<file path="src/rtl/brgen_pkg.sv">
package brgen_pkg;

  typedef enum logic [2:0] {
    FORM_SEQ     = 3'd0,
    FORM_LONG    = 3'd1,
    FORM_PAGE    = 3'd2,
    FORM_REL     = 3'd3,
    FORM_TBL_PTR = 3'd4,
    FORM_TBL_PC  = 3'd5
  } form_e;

  // strobes from control to datapath; at most one pick* is high
  typedef struct packed {
    logic pickLong;
    logic pickPage;
    logic pickRel;
    logic pickTbl;
    logic tblFromPc;
  } selStrobe_t;

endpackage

</file>
<file path="src/rtl/brgen_ctrl.sv">
module brgen_ctrl
  import brgen_pkg::*;
(
  input  logic [2:0]  formSel,
  input  logic        condTaken,
  output selStrobe_t  strobe
);

  always_comb begin
    strobe = '0;
    case (formSel)
      FORM_LONG:    strobe.pickLong = condTaken;
      FORM_PAGE:    strobe.pickPage = condTaken;
      FORM_REL:     strobe.pickRel  = condTaken;
      FORM_TBL_PTR: strobe.pickTbl  = 1'b1;
      FORM_TBL_PC: begin
        strobe.pickTbl   = 1'b1;
        strobe.tblFromPc = 1'b1;
      end
      default:      strobe = '0;
    endcase
  end

endmodule

</file>
<file path="src/rtl/brgen_dp.sv">
module brgen_dp
  import brgen_pkg::*;
#(
  parameter int ADDR_W = 16,
  parameter int PAGE_W = 11,
  parameter int OFS_W  = 8,
  parameter int ACC_W  = 8
) (
  input  selStrobe_t          strobe,
  input  logic [ADDR_W-1:0]   nextPc,
  input  logic [PAGE_W-1:0]   pageOpnd,
  input  logic [ADDR_W-1:0]   absOpnd,
  input  logic [OFS_W-1:0]    relOfs,
  input  logic [ACC_W-1:0]    acc,
  input  logic [ADDR_W-1:0]   dptr,
  output logic [ADDR_W-1:0]   addrOut
);

  localparam int HI_W = ADDR_W - PAGE_W;

  logic [ADDR_W-1:0] relExt;
  logic [ADDR_W-1:0] accExt;
  logic [ADDR_W-1:0] tblBase;
  logic [ADDR_W-1:0] relSum;
  logic [ADDR_W-1:0] tblSum;
  logic [ADDR_W-1:0] pageTgt;

  assign relExt  = {{(ADDR_W-OFS_W){relOfs[OFS_W-1]}}, relOfs};
  assign accExt  = {{(ADDR_W-ACC_W){1'b0}}, acc};
  assign tblBase = strobe.tblFromPc ? nextPc : dptr;
  assign relSum  = nextPc + relExt;
  assign tblSum  = accExt + tblBase;
  assign pageTgt = {nextPc[ADDR_W-1 -: HI_W], pageOpnd};

  always_comb begin
    if (strobe.pickLong)      addrOut = absOpnd;
    else if (strobe.pickPage) addrOut = pageTgt;
    else if (strobe.pickRel)  addrOut = relSum;
    else if (strobe.pickTbl)  addrOut = tblSum;
    else                      addrOut = nextPc;
  end

endmodule

</file>
<file path="src/rtl/branch_addr_gen.sv">
module branch_addr_gen
  import brgen_pkg::*;
#(
  parameter int              ADDR_W   = 16,
  parameter int              PAGE_W   = 11,
  parameter int              OFS_W    = 8,
  parameter int              ACC_W    = 8,
  parameter logic [ADDR_W-1:0] RESET_PC = '0
) (
  input  logic              clk,
  input  logic              rst_n,
  input  logic [2:0]        formSel,
  input  logic              condTaken,
  input  logic [ADDR_W-1:0] nextPc,
  input  logic [PAGE_W-1:0] pageOpnd,
  input  logic [ADDR_W-1:0] absOpnd,
  input  logic [OFS_W-1:0]  relOfs,
  input  logic [ACC_W-1:0]  acc,
  input  logic [ADDR_W-1:0] dptr,
  input  logic              loadEn,
  output logic [ADDR_W-1:0] addrOut,
  output logic [ADDR_W-1:0] pc
);

  selStrobe_t strobe;

  brgen_ctrl u_ctrl (
    .formSel   (formSel),
    .condTaken (condTaken),
    .strobe    (strobe)
  );

  brgen_dp #(
    .ADDR_W (ADDR_W),
    .PAGE_W (PAGE_W),
    .OFS_W  (OFS_W),
    .ACC_W  (ACC_W)
  ) u_dp (
    .strobe   (strobe),
    .nextPc   (nextPc),
    .pageOpnd (pageOpnd),
    .absOpnd  (absOpnd),
    .relOfs   (relOfs),
    .acc      (acc),
    .dptr     (dptr),
    .addrOut  (addrOut)
  );

  always_ff @(posedge clk) begin
    if (!rst_n)      pc <= RESET_PC;
    else if (loadEn) pc <= addrOut;
  end

endmodule

</file>
<file path="config.mk">
export PLATFORM = sky130hd
export DESIGN_NAME = branch_addr_gen
export DESIGN_NICKNAME = d
export VERILOG_FILES = /design/src/rtl/brgen_pkg.sv /design/src/rtl/brgen_ctrl.sv /design/src/rtl/brgen_dp.sv /design/src/rtl/branch_addr_gen.sv
export SDC_FILE = /design/constraint.sdc
export NUM_CORES = 1
export LEC_CHECK = 0
export BUFFER_PORTS_ARGS = -buffer_cell sky130_fd_sc_hd__buf_4
export CORE_UTILIZATION = 30
export DETAILED_ROUTE_END_ITERATION = 16
export SYNTH_ARGS = -nofsm -noshare
export SYNTH_HDL_FRONTEND = slang
export SYNTH_SLANG_ARGS = --single-unit
</file>
<file path="constraint.sdc">
create_clock -name clk -period 8.9 [get_ports clk]
set_clock_uncertainty 0.1 [all_clocks]
set_input_delay 1.78 -clock clk [delete_from_list [all_inputs] [get_ports clk]]
set_output_delay 1.78 -clock clk [all_outputs]
set_load 0.005 [all_outputs]
</file>
==> results.json <==
{
  "outcome": "finished, final reports clean",
  "die_width_um": 100,
  "syn-num-nets": 520,
  "antenna_left": 0,
  "place_congestion": 0.908,
  "regMostFlops": "pc",
  "synthArstFlopShare": 0,
  "fin_nets": 618,
  "final_common_cell": "buf_4",
  "grt_max_degree": 41,
  "synth.avg_cell_area_um2": 7.06,
  "slew_headroom": 0.545,
  "dpl_cell_area_um2": 3840,
  "die_y_um": 100,
  "ys_ff_latch": 16,
  "setup_viol": 0,
  "cts_resized": 0,
  "dp_hpwl_um": 8910,
  "final_area_um2": 3890,
  "dpl.cell_count": 634,
  "tns_ns": 0,
  "yosys_warnings": 0,
  "synth_ff_type": "dfxtp_1",
  "cts_tree": "built",
  "synth-edff-count": 0,
  "overflow": 0,
  "p_per_area_nw_per_um2": 91.6,
  "hp-class": "flop to flop",
  "tightestPinTransition_ns": 0.683,
  "finalCritPeriodShare": 0.795,
  "cp-start-kind": "input port",
  "cp_max_fo": 40,
  "grt_pass1_wl_um": 17100,
  "drcViolationCount": 0,
  "cts_buffer_depth": 2,
  "ys_seq_area_frac": 0.110,
  "grt_pass1_vias": 3420,
  "fin_cells": 637,
  "maxCapViolCount": 0,
  "areaGrowthSynthToFinish_pct": 33.6,
  "largest_reg_flops": 16,
  "ctsHoldBuffers": 0,
  "drv_slew": 0,
  "synth_area_um2": 2910,
  "wirelength_um": 11000,
  "cts_root_buffer": "clkbuf_8",
  "clkTransAtPathRegs_ns": 0.06,
  "path_class": "input port to output port",
  "synth_cells": 412,
  "io_pins": 114,
  "hold_viol": 0,
  "core_area_um2": 9330,
  "cp_data_arrival_time_ns": 5.20,
  "vias": 3553,
  "layout-drive-gt1-share": 0.264,
  "final_util": 0.417,
  "initial_core_util": 0.312,
  "mostFrequentLayoutCells": "115 x buf_4, 40 x nor2_1, 39 x nand2_1",
  "first_iter_violations": 203,
  "vias_per_cell": 5.58,
  "rsz0062_at_grt": "no",
  "p_leak_nw": 1.73,
  "antenna_found_initial": 0,
  "cts-htree-levels": 1,
  "fmax_ghz": 0.141,
  "reg_top3": "pc: 16 flops",
  "wl_per_cell_um": 17.3,
  "worst_ir_drop_vdd_mv": 0.0488,
  "fp.dieArea_um2": 10100,
  "grt_util_all_layers": 0.216,
  "dr.pass1.iters": 4,
  "fin_crit_ns": 7.08,
  "clock-sinks": 16,
  "required_ns": 7.02,
  "cts_setup_buffers": 0,
  "end_kind": "output port",
  "design_power_total_mw": 0.356,
  "row_count": 35,
  "io_buffers": 113,
  "synth.distinct_cells": 65,
  "antenna_cells": 0,
  "insertion_delay_ns": 0.25,
  "cts_buffers": 3
}
-- path summary, 6_finish.rpt --
path / cells after the start / startpoint / end / slack [ns]
max: 12 / formSel[0] / addrOut[15] / 1.82
min: 2 / pc[0] / pc[0] / 0.39
max reg2reg: 2 / pc[12] / pc[12] / 7.99
min reg2reg: 2 / pc[0] / pc[0] / 0.39
-- power by group --
| part | internal [mW] | switching, mW |
|---|---|---|
| registers | 0.0779 | 0.00319 |
| clock network | 0.0300 | 0.0247 |
| logic | 0.105 | 0.115 |
| total | 0.213 | 0.143 |
-- metal layers --
layer	GRT usage	wire (µm)	vias up
li1	-	-	1750
met1	0.275	4750	1643
met2	0.372	5170	146
met3	0.0485	906	14
met4	0.0479	190	0
met5	0	0	-
-- kinds of logic after synthesis --
family,Yosys count,share of synthesized area
muxes,25,0.0899
xor gates and xnor gates,18,0.0542
adders and majority gates,26,0.117
AOI/OAI and AO/OA,150,0.343
buffers and inverters,34,0.0456
DFF,16,0.110
and+or+nand+nor,143,0.240
-- critical path, stage by stage --
cell and delay, ns:
buf_4 0.37, nand3b_2 0.47, mux2_2 0.43, ha_1 0.33, a21o_1 0.20, a211oi_1 0.46, a211oi_4 0.16, a211oi_1 0.24
a21oi_1 0.06, a211oi_1 0.37, a21oi_1 0.13, buf_4 0.17
-- through the flow --
step | worst slack (ns) | hold WS [ns]
detailed placement | 1.87 | 0.378
finish | 1.82 | 0.389
global route | 1.66 | 0.402
floorplan | 2.34 | 0.375
CTS | 1.87 | 0.388
global placement | 1.96 | 0.371
-- cells in the mapped netlist, drive strengths merged, types with 4 or more instances --
cell / instances / area, µm²
nor3: 13 / 65.1
nor3b: 4 / 30.0
o21ai: 36 / 184
a211oi: 13 / 115
nor2: 40 / 150
buf: 5 / 23.8
mux2: 9 / 101
xnor2: 10 / 87.6
o22ai: 12 / 75.1
inv: 12 / 45.0
a21o: 9 / 67.6
clkbuf: 17 / 63.8
nand3: 14 / 70.1
xor2: 8 / 70.1
a21oi: 36 / 180
nand2b: 4 / 25.0
dfxtp: 16 / 320
o21a: 5 / 37.5
nand4: 5 / 31.3
mux2i: 16 / 160
a31oi: 5 / 31.3
nand2: 39 / 146
nor2b: 6 / 37.5
ha: 24 / 300
-- cell type report --
type,instances,area (µm²)
inverters,12,45.0
flip-flops and latches,16,320
multi-input cells,362,2450
clock buffers,3,41.3
fillers,998,5440
repair buffers,115,863
well taps,129,161
No activity file was read; power rests on OpenSTA's default activity.
